--- config.mk ---
export PLATFORM = sky130hd
export DESIGN_NAME = dma_req_gate_reg
export DESIGN_NICKNAME = d
export VERILOG_FILES = /design/src/rtl/dma_gate_pkg.sv /design/src/rtl/dma_gate_flag.sv /design/src/rtl/dma_gate_rdmux.sv /design/src/rtl/dma_req_gate_reg.sv
export SDC_FILE = /design/constraint.sdc
export NUM_CORES = 1
export LEC_CHECK = 0
export BUFFER_PORTS_ARGS = -buffer_cell sky130_fd_sc_hd__buf_2
export CAP_MARGIN = 5
export CELL_PAD_IN_SITES_DETAIL_PLACEMENT = 2
export CELL_PAD_IN_SITES_GLOBAL_PLACEMENT = 2
export CORE_UTILIZATION = 10
export CTS_BUF_LIST = sky130_fd_sc_hd__clkbuf_4 sky130_fd_sc_hd__clkbuf_8
export CTS_CLUSTER_DIAMETER = 100
export DETAILED_ROUTE_END_ITERATION = 8
export GPL_ROUTABILITY_DRIVEN = 0
export GPL_TIMING_DRIVEN = 0
export PLACE_DENSITY = 0.94
export SLEW_MARGIN = 30
export SYNTH_ARGS = -nofsm -noshare
export SYNTH_HDL_FRONTEND = slang
export SYNTH_SLANG_ARGS = --single-unit
--- constraint.sdc ---
create_clock -name clk -period 2.7 [get_ports clk]
set_clock_uncertainty 0.05 [all_clocks]
set_input_delay 0.54 -clock clk [delete_from_list [all_inputs] [get_ports clk]]
set_output_delay 0.54 -clock clk [all_outputs]
set_load 0.03 [all_outputs]
--- src/rtl/dma_gate_pkg.sv ---
package dma_gate_pkg;

    localparam int REG_W   = 32;
    localparam int TX_POS  = 16;
    localparam int RX_POS  = 0;
    localparam int NUM_DIR = 2;

    typedef enum logic [0:0] {
        DIR_RX = 1'b0,
        DIR_TX = 1'b1
    } dir_e;

    // Per-direction stimulus seen by one flag cell
    typedef struct packed {
        logic raw_req;
        logic pkt_done;
        logic wr;
        logic wbit;
    } dir_in_t;

    // Per-direction result from one flag cell
    typedef struct packed {
        logic flag;
        logic req;
    } dir_out_t;

    function automatic int unsigned dir_pos(input int unsigned d,
                                            input int unsigned tx_pos,
                                            input int unsigned rx_pos);
        return (d == int'(DIR_TX)) ? tx_pos : rx_pos;
    endfunction

endpackage

--- src/rtl/dma_gate_flag.sv ---
module dma_gate_flag
    import dma_gate_pkg::*;
(
    input  logic     clk,
    input  logic     rst,
    input  logic     sw_rst,
    input  dir_in_t  din,
    output dir_out_t dout
);

    logic flag_q;
    logic flag_d;

    // Priority: software reset, then packet completion, then software write
    always_comb begin
        flag_d = flag_q;
        if (sw_rst || din.pkt_done) begin
            flag_d = 1'b0;
        end else if (din.wr) begin
            flag_d = din.wbit;
        end
    end

    always_ff @(posedge clk) begin
        if (rst) begin
            flag_q <= 1'b0;
        end else begin
            flag_q <= flag_d;
        end
    end

    assign dout.flag = flag_q;
    assign dout.req  = flag_q & din.raw_req & ~din.pkt_done & ~sw_rst;

    AST_GATE_OFF:   assert property (@(posedge clk) disable iff (rst) !dout.flag |-> !dout.req);
    AST_DONE_DROP:  assert property (@(posedge clk) disable iff (rst) din.pkt_done |-> !dout.req);
    AST_DONE_CLEAR: assert property (@(posedge clk) disable iff (rst) din.pkt_done |=> !dout.flag);
    AST_DONE_WINS:  assert property (@(posedge clk) disable iff (rst) (din.pkt_done && din.wr && din.wbit) |=> !dout.flag);
    AST_SWRST:      assert property (@(posedge clk) disable iff (rst) sw_rst |=> !dout.flag);
    AST_WR_SET:     assert property (@(posedge clk) disable iff (rst) (din.wr && din.wbit && !din.pkt_done && !sw_rst) |=> dout.flag);
    AST_PASS:       assert property (@(posedge clk) disable iff (rst) (dout.flag && !din.pkt_done && !sw_rst) |-> (dout.req == din.raw_req));
    AST_RST_CLEAR:  assert property (@(posedge clk) rst |=> !dout.flag);

endmodule

--- src/rtl/dma_gate_rdmux.sv ---
module dma_gate_rdmux
    import dma_gate_pkg::*;
#(
    parameter int W     = REG_W,
    parameter int POS_T = TX_POS,
    parameter int POS_R = RX_POS
) (
    input  logic                clk,
    input  logic                rst,
    input  logic                rd_en,
    input  logic [NUM_DIR-1:0]  flags,
    output logic [W-1:0]        rdata
);

    localparam logic [W-1:0] LIVE_MASK = (W'(1) << POS_T) | (W'(1) << POS_R);

    for (genvar b = 0; b < W; b++) begin : g_bit
        if (b == POS_T) begin : g_tx
            assign rdata[b] = rd_en & flags[DIR_TX];
        end else if (b == POS_R) begin : g_rx
            assign rdata[b] = rd_en & flags[DIR_RX];
        end else begin : g_rsvd
            assign rdata[b] = 1'b0;
        end
    end

    AST_RSVD_ZERO: assert property (@(posedge clk) disable iff (rst) (rdata & ~LIVE_MASK) == '0);
    AST_IDLE_ZERO: assert property (@(posedge clk) disable iff (rst) !rd_en |-> (rdata == '0));

endmodule

--- src/rtl/dma_req_gate_reg.sv ---
module dma_req_gate_reg
    import dma_gate_pkg::*;
#(
    parameter int W     = REG_W,
    parameter int POS_T = TX_POS,
    parameter int POS_R = RX_POS
) (
    input  logic         clk,
    input  logic         rst,
    input  logic         sw_rst,
    input  logic         reg_sel,
    input  logic         reg_wr,
    input  logic [W-1:0] reg_wdata,
    output logic [W-1:0] reg_rdata,
    input  logic         tx_req_raw,
    input  logic         rx_req_raw,
    input  logic         tx_pkt_done,
    input  logic         rx_pkt_done,
    output logic         tx_dma_req,
    output logic         rx_dma_req
);

    logic                 wr_en;
    logic                 rd_en;
    logic [NUM_DIR-1:0]   raw_v;
    logic [NUM_DIR-1:0]   done_v;
    logic [NUM_DIR-1:0]   flag_v;
    logic [NUM_DIR-1:0]   req_v;

    assign wr_en = reg_sel & reg_wr;
    assign rd_en = reg_sel & ~reg_wr;

    assign raw_v[DIR_TX]  = tx_req_raw;
    assign raw_v[DIR_RX]  = rx_req_raw;
    assign done_v[DIR_TX] = tx_pkt_done;
    assign done_v[DIR_RX] = rx_pkt_done;

    for (genvar d = 0; d < NUM_DIR; d++) begin : g_dir
        localparam int unsigned BPOS = dir_pos(d, POS_T, POS_R);
        dir_in_t  din;
        dir_out_t dout;

        assign din.raw_req  = raw_v[d];
        assign din.pkt_done = done_v[d];
        assign din.wr       = wr_en;
        assign din.wbit     = reg_wdata[BPOS];

        dma_gate_flag u_flag (
            .clk    (clk),
            .rst    (rst),
            .sw_rst (sw_rst),
            .din    (din),
            .dout   (dout)
        );

        assign flag_v[d] = dout.flag;
        assign req_v[d]  = dout.req;
    end

    dma_gate_rdmux #(
        .W     (W),
        .POS_T (POS_T),
        .POS_R (POS_R)
    ) u_rd (
        .clk   (clk),
        .rst   (rst),
        .rd_en (rd_en),
        .flags (flag_v),
        .rdata (reg_rdata)
    );

    assign tx_dma_req = req_v[DIR_TX];
    assign rx_dma_req = req_v[DIR_RX];

    AST_TX_ISOLATE: assert property (@(posedge clk) disable iff (rst)
        (tx_pkt_done && !rx_pkt_done && !wr_en && !sw_rst) |=> $stable(flag_v[DIR_RX]));
    AST_RX_ISOLATE: assert property (@(posedge clk) disable iff (rst)
        (rx_pkt_done && !tx_pkt_done && !wr_en && !sw_rst) |=> $stable(flag_v[DIR_TX]));

endmodule

# == Word level (Yosys, flattened, before mapping) ==
# Cells that the tools add are included.
# word_totals
out_inout_bits,34
elab_cells,20
latchBits,0
n_memories,0
mem_bits_rw,0
ff_bits,2
in_bits,41
mem_bits_ro,0
# op_classes
shifts,0
addsub,0
n_bitwise,14
eq_ne,0
magnitude_cmp,0
n_reduce_logical,4
div,0
muxes,0
multipliers,0
# op_table
op,count
1-bit AND,10
1-bit inverter,4
2-bit OR reduction,2
1-bit logical OR,2

# == Longest topological paths before layout ==
# logic_depth
word_depth,3
depth_mapped,2
mapped_depth_nobuf,2

# == By module ==
# A second synthesis with hierarchy kept.
# hier_totals
cells_unflattened,47
area_unflattened_um2,375.4
# modules_own_cells
module,instances,cells_each,area_per_inst_um2,seq_area_each_um2
dma_gate_rdmux,1,33,241.5,0.0
dma_gate_flag,2,6,58.8,20.0
dma_req_gate_reg,1,2,16.3,0.0

# == Worst setup path after synthesis ==
# Ideal clock, no wire load.
# synth_path
kind,input to output
startpoint,input rx_req_raw
endpoint,output rx_dma_req
n_path_buf,0
required_time_ns,2.110
cell_stages,1
arrival_ns,1.526
setup_slack_ns,0.584
cell_sequence,nor4bb_1
# synth_between
elab_chain_len,3
# synth_rtl
item,line_no,source
"start, declared",dma_req_gate_reg.sv:16,"input logic rx_req_raw,"
1-bit AND (3 in a row),dma_gate_flag.sv:33,assign dout.req = flag_q & din.raw_req & ~din.pkt_done & ~sw_rst;
"end, declared",dma_req_gate_reg.sv:20,output logic rx_dma_req
# Every way passes these cells.

# == Worst setup path in the final report ==
# layout_path
startpoint,input sw_rst
endpoint,output rx_dma_req
# layout_between
elab_chain_len,2
# layout_rtl
item,line_no,source
"start, declared",dma_req_gate_reg.sv:10,"input logic sw_rst,"
1-bit inverter,dma_gate_flag.sv:33,
1-bit AND,dma_gate_flag.sv:33,
# Every way passes these cells.

==> impl_metrics.env <==
export IMPL_grt_setup_unrepaired="false"
export IMPL_placed_area_um2=605.6
export IMPL_first_iter_violations=4
export IMPL_cts_resized=0
export IMPL_critPathArrivalTime_ns=1.21
export IMPL_ir_drop_uv=82.62
export IMPL_largest_reg_flops=2
export IMPL_postSynthCellCount=43
export IMPL_cts_sinks=2
export IMPL_die_y_um=62.76
export IMPL_ant_nets=0
export IMPL_syn_avg_cell_area_um2=8.584
export IMPL_post_route_min_period_ns=1.801
export IMPL_cts_tree="done"
export IMPL_cp_depth=3
export IMPL_htree_levels=1
export IMPL_worstPathRequired_ns=2.11
export IMPL_die_w_um=62.76
export IMPL_power_density_nw_per_um2=389.4
export IMPL_antenna_found_initial=0
export IMPL_switchingPower_uw=91.03
export IMPL_cts_hold_buffers=0
export IMPL_routedWlPerCell_um=7.363
export IMPL_final_setup_tns_ns=0
export IMPL_crit_chain="buf_2 -> nor4bb_1 -> buf_2"
export IMPL_final_cell_area_um2=646.9
export IMPL_drive_gt1_share_pct=57.30
export IMPL_cpPeakStageDelay_ns=0.28
export IMPL_power_leakage_nw=0.3882
export IMPL_grt_pass1_wl_mm=1.552
export IMPL_slew_violations=0
export IMPL_post_cts_buffers=0
export IMPL_max_flop_register="g_dir.u_flag.flag_q"
export IMPL_grt_overflow_total=0
export IMPL_intPower_uw=160.8
export IMPL_core_region_area_um2=3442
export IMPL_grt_pass1_vias=318
export IMPL_comb_power_share_pct=41.8
export IMPL_cp_common_cell="buf_2"
export IMPL_grt_max_degree=7
export IMPL_swShare_pct=36.14
export IMPL_crit_path_start_kind="input pin"
export IMPL_synth_seq_cells=2
export IMPL_drc_errors=0
export IMPL_grtUsageTotal_pct=5.500
export IMPL_vias=349
export IMPL_critPathSlowestCell="nor4bb_1"
export IMPL_end_kind="primary output"
export IMPL_mostFrequentLayoutCells="30 x buf_4, 30 x conb_1, 14 x buf_2"
export IMPL_start_util_pct=10.72
export IMPL_io_buffer_count=14
export IMPL_hold_viol=0
export IMPL_yosys_warnings=0
export IMPL_die_area_um2=3938
export IMPL_cp_top_family="buffers and inverters"
export IMPL_setup_viol=0
export IMPL_ys_seq_area_share_pct=10.85
export IMPL_cts_root_buf="clkbuf_8"
export IMPL_first_pass_iters=3
export IMPL_finalCritPeriodShare_pct=66.70
export IMPL_vias_per_cell=2.585
export IMPL_cap_violations=0
export IMPL_wl_um=994
export IMPL_clk_path_buf_depth=2
export IMPL_ios=75
export IMPL_insertion_delay_ns=0.21
export IMPL_diodes=0
export IMPL_power_frac_seq_pct=12.1
export IMPL_p_clk_share_pct=46.1
export IMPL_num_rows=21
export IMPL_max_clock_freq_ghz=0.5553
export IMPL_crit_fanout=4
export IMPL_clkTransAtPathRegs_ns=0.03
export IMPL_path_class="input pin to primary output"
export IMPL_numCtsBuffers=3
export IMPL_fin_nets=132
export IMPL_top_regs="g_dir.u_flag.flag_q (2)"
export IMPL_hp_class="input pin to flip-flop"
export IMPL_synth_area_um2=369.1
export IMPL_rr_worst_depth=2
export IMPL_outcome="finished clean"
export IMPL_hpwl_um=910.1
export IMPL_cp_buffers_inverters=2
export IMPL_synthToLayoutAreaGrowth_pct=75.25
export IMPL_yosysUniqueCellTypes=8
export IMPL_worstHoldPathCells=2
-- routing by layer --
layer / GRT usage (%) / part of all wire [%] / wire length, um / vias up
met3: 1.825 / 5.6 / 56 / 2
met1: 4.575 / 33 / 325 / 151
met2: 9.511 / 59 / 585 / 20
met4: 6.395 / 2.7 / 27 / 0
met5: 0 / 0 / 0 / -
li1: - / - / - / 176
-- power by group through the flow --
stage / Clock [mW] / Combinational (mW) / Sequential, mW
2_1_floorplan: 0 / 0.0909 / 0.0306
3_3_place_gp: 0 / 0.102 / 0.0308
3_5_place_dp: 0 / 0.103 / 0.0308
4_1_cts: 0.120 / 0.103 / 0.0304
5_1_grt: 0.127 / 0.111 / 0.0304
6_report: 0.116 / 0.105 / 0.0304
-- logic make-up (layout without fill, tap and decap cells) --
| logic type | Yosys count | count (layout) | synth area share, % |
|---|---|---|---|
| simple gates | 6 | 6 | 13.56 |
| buf+inv | 30 | 47 | 61.02 |
| compound gates | 4 | 4 | 13.56 |
| flops | 2 | 2 | 10.85 |
| other cells | 1 | 30 | 1.016 |
-- worst reg2reg max path: stages (launching register included) --
cell	delay [ns]
dfxtp_1	0.33
a21bo_1	0.22
a2111oi_2	0.36
-- cell usage after synthesis --
cell type	count	area, um^2
conb_1	1	3.750
nor4bb_1	2	20.02
dfxtp_1	2	40.04
a21bo_1	2	20.02
and3b_2	2	20.02
nand3_1	2	10.01
a2111oi_2	2	30.03
buf_4	30	225.2
-- layout make-up --
type,count,area [um^2]
fill,430,2795
buffer,30,225.2
multi-input combinational,40,212.7
timing repair buffer,14,70.07
tap,46,57.56
clock buffer,3,41.29
sequential,2,40.04
-- path summary, 6_finish.rpt --
check / from / endpoint / slack (ns)
setup / recovery: sw_rst / rx_dma_req / 0.90
hold / removal: rx_pkt_done / g_dir[0].u_flag.flag_q / 0.47
setup reg to reg: g_dir[0].u_flag.flag_q / g_dir[0].u_flag.flag_q / 1.63
hold reg to reg: g_dir[1].u_flag.flag_q / g_dir[1].u_flag.flag_q / 0.57
-- stage by stage --
stage / hold WS, ns / total power, mW / setup WS (ns) / utilization [%] / instances
floorplan: 0.5157 / 0.1215 / 0.5837 / - / 72
global placement: 0.5593 / 0.1327 / 0.9447 / 17.59 / 132
detailed placement: 0.5724 / 0.1333 / 0.9092 / 17.59 / 132
CTS: 0.4621 / 0.2530 / 0.9008 / 18.79 / 135
global route: 0.4648 / 0.2682 / 0.8230 / 18.79 / 135
finish: 0.4660 / 0.2519 / 0.8992 / 18.79 / 135
Power figures use the tool's default switching activity.
